## config.mk

```make
export PLATFORM = sky130hd
export DESIGN_NAME = sbus_cmd_frontend
export DESIGN_NICKNAME = d
export VERILOG_FILES = /design/src/rtl/sbus_pkg.sv /design/src/rtl/sbus_engine.sv /design/src/rtl/sbus_regwin.sv /design/src/rtl/sbus_cmd_frontend.sv
export SDC_FILE = /design/constraint.sdc
export NUM_CORES = 1
export LEC_CHECK = 0
export BUFFER_PORTS_ARGS = -buffer_cell sky130_fd_sc_hd__buf_2
export CAP_MARGIN = 10
export CORE_MARGIN = 2
export CORE_UTILIZATION = 42
export CTS_CLUSTER_DIAMETER = 40
export DETAILED_ROUTE_END_ITERATION = 10
export PLACE_DENSITY = 0.77
export RECOVER_POWER = 25
export SETUP_SLACK_MARGIN = 0.02
export SYNTH_ARGS = -nofsm -noshare
export SYNTH_HDL_FRONTEND = slang
export SYNTH_SLANG_ARGS = --single-unit
```

## constraint.sdc

```tcl
create_clock -name clk -period 1.5 [get_ports clk]
set_input_delay 0.075 -clock clk [delete_from_list [all_inputs] [get_ports clk]]
set_output_delay 0.075 -clock clk [all_outputs]
set_load 0.05 [all_outputs]
```

## src/rtl/sbus_pkg.sv

```systemverilog
package sbus_pkg;
    // Host register offsets
    localparam logic [7:0] OFS_CMD  = 8'h08;
    localparam logic [7:0] OFS_RDAT = 8'h10;
    localparam logic [7:0] OFS_STAT = 8'h14;
    localparam logic [7:0] OFS_MODE = 8'h1C;

    // Command word layout
    localparam int CMD_RW_BIT  = 24;
    localparam int CMD_LO_LSB  = 16;
    localparam int CMD_DAT_LSB = 0;

    // Mode word layout
    localparam int MODE_HI_LSB = 4;
    localparam int MODE_FLD_W  = 4;

    // Status bits
    localparam int STAT_BUSY  = 0;
    localparam int STAT_READY = 1;
    localparam int STAT_AVAIL = 2;

    typedef enum logic [1:0] {
        ST_IDLE    = 2'd0,
        ST_WR_WAIT = 2'd1,
        ST_RD_WAIT = 2'd2
    } eng_state_t;
endpackage

```

## src/rtl/sbus_engine.sv

```systemverilog
module sbus_engine
    import sbus_pkg::*;
#(
    parameter int DW = 8,
    parameter int AW = 15
) (
    input  logic          clk,
    input  logic          rst_n,
    input  logic          accept,
    input  logic          acc_read,
    input  logic [AW-1:0] acc_addr,
    input  logic [DW-1:0] acc_data,
    input  logic          rdat_pop,
    input  logic          tgt_ack,
    input  logic [DW-1:0] tgt_rdata,
    output logic          tgt_req,
    output logic          tgt_we,
    output logic [AW-1:0] tgt_addr,
    output logic [DW-1:0] tgt_wdata,
    output logic          ready,
    output logic          busy,
    output logic          avail,
    output logic [DW-1:0] rd_byte
);
    eng_state_t state_q, state_d;

    logic take_cmd;
    logic rd_done;

    assign take_cmd = accept && (state_q == ST_IDLE);
    assign rd_done  = (state_q == ST_RD_WAIT) && tgt_ack;

    // State register
    always_ff @(posedge clk) begin
        if (!rst_n) state_q <= ST_IDLE;
        else        state_q <= state_d;
    end

    // Next state
    always_comb begin
        state_d = state_q;
        unique case (state_q)
            ST_IDLE:    if (take_cmd) state_d = acc_read ? ST_RD_WAIT : ST_WR_WAIT;
            ST_WR_WAIT: if (tgt_ack)  state_d = ST_IDLE;
            ST_RD_WAIT: if (tgt_ack)  state_d = ST_IDLE;
            default:    state_d = ST_IDLE;
        endcase
    end

    // State-decoded outputs
    always_comb begin
        ready   = 1'b0;
        busy    = 1'b0;
        tgt_req = 1'b0;
        tgt_we  = 1'b0;
        unique case (state_q)
            ST_IDLE:    ready = 1'b1;
            ST_WR_WAIT: begin busy = 1'b1; tgt_req = 1'b1; tgt_we = 1'b1; end
            ST_RD_WAIT: begin busy = 1'b1; tgt_req = 1'b1; end
            default:    ready = 1'b0;
        endcase
    end

    // Request fields, captured at acceptance
    always_ff @(posedge clk) begin
        if (!rst_n) begin
            tgt_addr  <= '0;
            tgt_wdata <= '0;
        end else if (take_cmd) begin
            tgt_addr  <= acc_addr;
            tgt_wdata <= acc_data;
        end
    end

    // Read byte and read-available flag; completion outranks a pop
    always_ff @(posedge clk) begin
        if (!rst_n) begin
            rd_byte <= '0;
            avail   <= 1'b0;
        end else begin
            if (rd_done) rd_byte <= tgt_rdata;
            if (rd_done)                    avail <= 1'b1;
            else if (take_cmd || rdat_pop)  avail <= 1'b0;
        end
    end

    a_r2_accept_starts: assert property (@(posedge clk) disable iff (!rst_n)
        (accept && ready) |=> (busy && tgt_req && !ready && !avail));

    a_r4_ack_completes: assert property (@(posedge clk) disable iff (!rst_n)
        (tgt_req && tgt_ack) |=> (ready && !busy && !tgt_req));

    a_r5_read_sets_avail: assert property (@(posedge clk) disable iff (!rst_n)
        (tgt_req && !tgt_we && tgt_ack) |=> (avail && rd_byte == $past(tgt_rdata)));

    a_r7_pop_clears: assert property (@(posedge clk) disable iff (!rst_n)
        (rdat_pop && !(tgt_req && !tgt_we && tgt_ack)) |=> !avail);

    a_r9_hold_request: assert property (@(posedge clk) disable iff (!rst_n)
        (tgt_req && !tgt_ack) |=> (tgt_req && $stable(tgt_addr) && $stable(tgt_wdata) && $stable(tgt_we)));
endmodule

```

## src/rtl/sbus_regwin.sv

```systemverilog
module sbus_regwin
    import sbus_pkg::*;
#(
    parameter int HAW = 8,
    parameter int HDW = 32,
    parameter int DW  = 8,
    parameter int LAW = 8,
    parameter int UAW = 7
) (
    input  logic               clk,
    input  logic               rst_n,
    input  logic               host_wr_en,
    input  logic               host_rd_en,
    input  logic [HAW-1:0]     host_addr,
    input  logic [HDW-1:0]     host_wdata,
    output logic [HDW-1:0]     host_rdata,
    input  logic               ready,
    input  logic               busy,
    input  logic               avail,
    input  logic [DW-1:0]      rd_byte,
    output logic               accept,
    output logic               acc_read,
    output logic [UAW+LAW-1:0] acc_addr,
    output logic [DW-1:0]      acc_data,
    output logic               rdat_pop
);
    localparam int MODE_W = MODE_HI_LSB + UAW;

    logic              cmd_rd_q;
    logic [LAW-1:0]    cmd_lo_q;
    logic [DW-1:0]     cmd_dat_q;
    logic [MODE_W-1:0] mode_q;
    logic              wr_cmd, wr_mode;
    logic              unused_wbits;

    assign wr_cmd   = host_wr_en && (host_addr == HAW'(OFS_CMD));
    assign wr_mode  = host_wr_en && (host_addr == HAW'(OFS_MODE));
    assign accept   = wr_cmd && ready;
    assign rdat_pop = host_rd_en && (host_addr == HAW'(OFS_RDAT));

    assign acc_read = host_wdata[CMD_RW_BIT];
    assign acc_addr = {mode_q[MODE_W-1:MODE_HI_LSB], host_wdata[CMD_LO_LSB +: LAW]};
    assign acc_data = host_wdata[CMD_DAT_LSB +: DW];

    assign unused_wbits = ^{host_wdata[HDW-1:CMD_RW_BIT+1], host_wdata[CMD_LO_LSB-1:DW]};

    always_ff @(posedge clk) begin
        if (!rst_n) begin
            cmd_rd_q  <= 1'b0;
            cmd_lo_q  <= '0;
            cmd_dat_q <= '0;
        end else if (accept) begin
            cmd_rd_q  <= acc_read;
            cmd_lo_q  <= host_wdata[CMD_LO_LSB +: LAW];
            cmd_dat_q <= acc_data;
        end
    end

    always_ff @(posedge clk) begin
        if (!rst_n)       mode_q <= '0;
        else if (wr_mode) mode_q <= host_wdata[MODE_W-1:0];
    end

    always_comb begin
        host_rdata = '0;
        unique case (host_addr)
            HAW'(OFS_CMD): begin
                host_rdata[CMD_RW_BIT]          = cmd_rd_q;
                host_rdata[CMD_LO_LSB +: LAW]   = cmd_lo_q;
                host_rdata[CMD_DAT_LSB +: DW]   = cmd_dat_q;
            end
            HAW'(OFS_RDAT): host_rdata[DW-1:0] = rd_byte;
            HAW'(OFS_STAT): begin
                host_rdata[STAT_BUSY]  = busy;
                host_rdata[STAT_READY] = ready;
                host_rdata[STAT_AVAIL] = avail;
            end
            HAW'(OFS_MODE): host_rdata[MODE_W-1:0] = mode_q;
            default:        host_rdata = '0;
        endcase
    end

    a_r6_ignored_cmd: assert property (@(posedge clk) disable iff (!rst_n)
        (wr_cmd && busy) |=> ($stable(cmd_lo_q) && $stable(cmd_dat_q) && $stable(cmd_rd_q)));

    a_r8_mode_holds: assert property (@(posedge clk) disable iff (!rst_n)
        !wr_mode |=> $stable(mode_q));
endmodule

```

## src/rtl/sbus_cmd_frontend.sv

```systemverilog
module sbus_cmd_frontend
    import sbus_pkg::*;
#(
    parameter int HAW = 8,
    parameter int HDW = 32,
    parameter int DW  = 8,
    parameter int LAW = 8,
    parameter int UAW = 7
) (
    input  logic               clk,
    input  logic               rst_n,
    input  logic               host_wr_en,
    input  logic               host_rd_en,
    input  logic [HAW-1:0]     host_addr,
    input  logic [HDW-1:0]     host_wdata,
    output logic [HDW-1:0]     host_rdata,
    output logic               tgt_req,
    output logic               tgt_we,
    output logic [UAW+LAW-1:0] tgt_addr,
    output logic [DW-1:0]      tgt_wdata,
    input  logic [DW-1:0]      tgt_rdata,
    input  logic               tgt_ack
);
    localparam int TAW = UAW + LAW;

    logic           ready, busy, avail;
    logic [DW-1:0]  rd_byte;
    logic           accept, acc_read, rdat_pop;
    logic [TAW-1:0] acc_addr;
    logic [DW-1:0]  acc_data;

    sbus_regwin #(.HAW(HAW), .HDW(HDW), .DW(DW), .LAW(LAW), .UAW(UAW)) u_regwin (
        .clk        (clk),
        .rst_n      (rst_n),
        .host_wr_en (host_wr_en),
        .host_rd_en (host_rd_en),
        .host_addr  (host_addr),
        .host_wdata (host_wdata),
        .host_rdata (host_rdata),
        .ready      (ready),
        .busy       (busy),
        .avail      (avail),
        .rd_byte    (rd_byte),
        .accept     (accept),
        .acc_read   (acc_read),
        .acc_addr   (acc_addr),
        .acc_data   (acc_data),
        .rdat_pop   (rdat_pop)
    );

    sbus_engine #(.DW(DW), .AW(TAW)) u_engine (
        .clk       (clk),
        .rst_n     (rst_n),
        .accept    (accept),
        .acc_read  (acc_read),
        .acc_addr  (acc_addr),
        .acc_data  (acc_data),
        .rdat_pop  (rdat_pop),
        .tgt_ack   (tgt_ack),
        .tgt_rdata (tgt_rdata),
        .tgt_req   (tgt_req),
        .tgt_we    (tgt_we),
        .tgt_addr  (tgt_addr),
        .tgt_wdata (tgt_wdata),
        .ready     (ready),
        .busy      (busy),
        .avail     (avail),
        .rd_byte   (rd_byte)
    );
endmodule

```

==> Flow_metrics.wiki <==
{| class="wikitable"
! Metric !! Value
|-
| Worst reg2reg path depth || 8
|-
| CTS tree || yes
|-
| Total power of the final layout || about 2.2 mW
|-
| Failing checks || setup timing
|-
| Detail Placement HPWL || just over 4000 um
|-
| Static Leakage || between 1 and 1.5 nW
|-
| Number of instances in the synthesized netlist || around 280
|-
| CTS Hold Buffers Added || 0
|-
| Hold Path Class || in2reg
|-
| Share of layout cells above drive strength 1 || between 30 and 40%
|-
| Top cell type's share of synthesized area || ~40%
|-
| Final Net Count || 439
|-
| Endpoint class of the critical path || output pin
|-
| Total Routed Length || between 6000 and 7000 um
|-
| DR DRC count || 0
|-
| Final Hold Vio Count || 0
|-
| Worst vdd rail ir drop || between 0.0006 and 0.0007 V
|-
| Pin count of the biggest net entering global routing || 48
|-
| Final clock period utilization by the worst path || 112%
|-
| Number of stages on the worst hold path || 3
|-
| Pwr dens || roughly 680 nW/um^2
|-
| Area of all placed cells without fillers || about 3200 sq um
|-
| Startpoint of the most critical hold path || host_wdata[23]
|-
| Launch point of the worst path || u_engine.state_q[0]
|-
| # diodes || 0
|-
| Worst-margin pin slew || between 0.6 and 0.7 ns
|-
| Sequential cell area || between 900 and 1000 sq um
|-
| Main synth FF type || sky130_fd_sc_hd__dfxtp_1
|-
| Clock skew after layout || between 0.005 and 0.006 ns
|-
| Placeable Area || roughly 5200 sq um
|-
| Vias after detailed routing || 2275
|-
| Required time of the critical path || about 1.4 ns
|-
| Number of primary I/O pins || 110
|-
| Die footprint || about 6000 sq um
|-
| Final worst path period need || 1.68 ns
|-
| Normalized max-slew margin || 53.4%
|-
| Clock Latency Late Sink || between 0.2 and 0.3 ns
|-
| Worst flop-to-flop path startpoint || u_engine.state_q[0]
|-
| Cell types with the largest area share after synthesis || sky130_fd_sc_hd__dfxtp_1 40%, sky130_fd_sc_hd__nand2_1 14%, sky130_fd_sc_hd__a21boi_1 8.2%, sky130_fd_sc_hd__a21boi_0 5.9%, sky130_fd_sc_hd__buf_4 5.6%
|-
| Total number of yosys warnings || 0
|-
| Count of state elements after synthesis || 46
|-
| Count of buffers inserted at the top-level ports || 85
|-
| Total of fill cells in the finished design || 470
|-
| Worst setup path category || reg2out
|-
| TritonRoute pass-1 iters || 6
|-
| Mean number of vias per cell || roughly 5
|-
| Sequential area share after synthesis || around two fifths
|-
| Max Freq || between 500 and 600 MHz
|-
| Kind of launch point of the worst setup path || flip-flop
|-
| Arrival time worst endpoint || 1.61 ns
|-
| Clock H-tree levels || 2
|-
| Residual overflow from global routing || 0
|-
| Placed standard-cell area || roughly 2800 sq um
|-
| Combined area of the multi-input logic cells || around 1300 sq um
|-
| Max Transition Viols Final || 0
|-
| Largest fanout on the critical path || 2
|-
| Number of enable-type register cells in the synthesized netlist || 0
|-
| DRT antenna net count || 0
|-
| All-layer global routing usage || between 20% and 30%
|-
| Routed wire length per instance || between 10 and 15 um
|-
| Clk root buf || sky130_fd_sc_hd__clkbuf_8
|-
| Maxcap violations || 0
|-
| Number of failing setup endpoints in the final timing report || 9
|-
| Number of buffers created by CTS || 5
|-
| Vertical die dimension || slightly below 80 um
|-
| Standard-cell row count || 26
|-
| Netlist area before placement || approximately 2300 sq um
|-
| Leading area contributor after synthesis || sky130_fd_sc_hd__dfxtp_1
|-
| Via count of the first global-routing pass || 2191
|-
| Final weighted congestion in routability-driven placement || 0.773
|-
| Sinks on Clock Net || 46
|-
| Clk slew on worst S/H paths || 0.09 ns
|-
| Result of the run || finished with violations
|-
| Chip width || about 78 um
|-
| Final Worst Setup Slack || -0.181 ns
|-
| Starting Density || between 40% and 50%
|-
| Antenna violations before repair || 0
|-
| Longest Clk Path Bufs || 2
|-
| First DRT Iteration DRCs || 96
|-
| Async SR Flop Fraction || 0%
|-
| Synth Area per Inst || 8.08 sq um
|-
| Count of cell types in the netlist || 37
|-
| First-pass GRT wire length || a little over 10000 um
|-
| Synthesis-to-finish area growth || 42.2%
|-
| Unrepaired setup endpoints after global routing || true
|}
final cells by class:
class / count / share of cell area (%)
Inverter: 5 / 0.579
Clock buffer: 5 / 2.12
Sequential cell: 46 / 28.5
Tap cell: 70 / 2.70
Multi-Input combinational cell: 211 / 40.5
Clock inverter: 3 / 0.656
Timing Repair Buffer: 114 / 24.9
cells in the final DEF, fill, tap and decap left out, types with 2 or more instances in the layout:
cell                       instances
sky130_fd_sc_hd__clkbuf_1         20
sky130_fd_sc_hd__nand3_1          11
sky130_fd_sc_hd__buf_4            29
sky130_fd_sc_hd__o31a_1            2
sky130_fd_sc_hd__and4_1            2
sky130_fd_sc_hd__buf_12            3
sky130_fd_sc_hd__a22oi_2           2
sky130_fd_sc_hd__and3_4            2
sky130_fd_sc_hd__a21boi_1         26
sky130_fd_sc_hd__and2_1           13
sky130_fd_sc_hd__buf_8             6
sky130_fd_sc_hd__inv_1             3
sky130_fd_sc_hd__clkbuf_8          5
sky130_fd_sc_hd__ha_1              2
sky130_fd_sc_hd__a21oi_1           2
sky130_fd_sc_hd__nand2_1          80
sky130_fd_sc_hd__conb_1           12
sky130_fd_sc_hd__a21boi_0         17
sky130_fd_sc_hd__buf_2            42
sky130_fd_sc_hd__nor2_1            3
sky130_fd_sc_hd__a221o_2           2
sky130_fd_sc_hd__buf_6            13
sky130_fd_sc_hd__inv_2             2
sky130_fd_sc_hd__dfxtp_1          44
sky130_fd_sc_hd__nand2_2           6
sky130_fd_sc_hd__a222oi_1          2
sky130_fd_sc_hd__nor4_1            2
sky130_fd_sc_hd__nor3_2            2
sky130_fd_sc_hd__dfxtp_2           2
where the power goes:
part | switching [mW] | internal [mW]
logic | 0.146 | 0.0909
clock network | 0.422 | 0.328
registers | 0.000795 | 1.22
path summary, 6_finish.rpt:
path / to / slack, ns
worst max-delay path: host_rdata[0] / -0.18
worst min-delay path: u_engine.tgt_addr[7] / 0.01
worst max register to register: u_engine.state_q[1] / -0.13
worst min register to register: u_engine.tgt_addr[9] / 0.45
kinds of logic (layout without fill, tap and decap cells):
group,after synthesis,in the layout,synth area share [%]
AO/OA/AOI/OAI,57,57,19.1
adder cells (fa/ha/maj),3,3,1.65
buffers and inverters,36,127,9.17
flip-flops,46,46,40.4
multiplexers,3,3,1.32
other,1,12,0.165
AND/OR/NAND/NOR,136,136,28.2
through the flow:
| stage | setup slack [ns] | TNS [ns] | utilization [%] | cells | hold WS (ns) |
|---|---|---|---|---|---|
| global route | -0.213 | -1.26 | 62.7 | 454 | 0.0272 |
| detailed placement | -0.253 | -2.07 | 55.0 | 433 | 0.326 |
| floorplan | -0.00323 | -0.00323 | - | 293 | 0.214 |
| CTS | -0.179 | -0.489 | 60.4 | 451 | 0.00583 |
| finish | -0.181 | -0.766 | 62.7 | 454 | 0.0118 |
| global placement | -0.280 | -1.76 | 55.0 | 433 | 0.325 |
Yosys cell counts, drive strengths merged (3+ instances only):
cell type   n
buf        20
clkbuf     11
a22oi       3
inv         5
a21boi     43
dfxtp      46
nand3      11
nor2        5
and2       13
nor4        3
ha          3
nand2      86
mux2i       3
and3        3
layer usage:
| layer | up-vias | track usage (%) | routed length (um) |
|---|---|---|---|
| li1 | 1128 | - | - |
| met1 | 1043 | 25.0 | 2530 |
| met2 | 94 | 36.4 | 3200 |
| met3 | 10 | 5.00 | 459 |
| met4 | 0 | 8.21 | 102 |
| met5 | - | 0 | 0 |
critical path: stages, from the launching register on:
cell and delay, ns:
sky130_fd_sc_hd__dfxtp_2 0.36, sky130_fd_sc_hd__inv_2 0.06, sky130_fd_sc_hd__ha_4 0.24, sky130_fd_sc_hd__mux2i_4 0.17, sky130_fd_sc_hd__nor2_2 0.06, sky130_fd_sc_hd__a31oi_2 0.20, sky130_fd_sc_hd__o21ai_4 0.07, sky130_fd_sc_hd__buf_6 0.15
sequential cells by signal, summed over array words and instances, names as in the netlist:
signal              count
u_engine.tgt_addr      13
u_regwin.mode_q        11
u_engine.rd_byte        8
u_engine.tgt_wdata      8
u_engine.state_q        2
u_regwin.cmd_lo_q       2
u_engine.avail          1
u_regwin.cmd_rd_q       1
repair_timing:
item / in CTS / in global routing
setup endpoints to repair: 11 / 23
resized for setup: 31 / 41
pin swaps: 4 / 11
buffers inserted: 10 / 3
(Power assumes the default switching activity.)
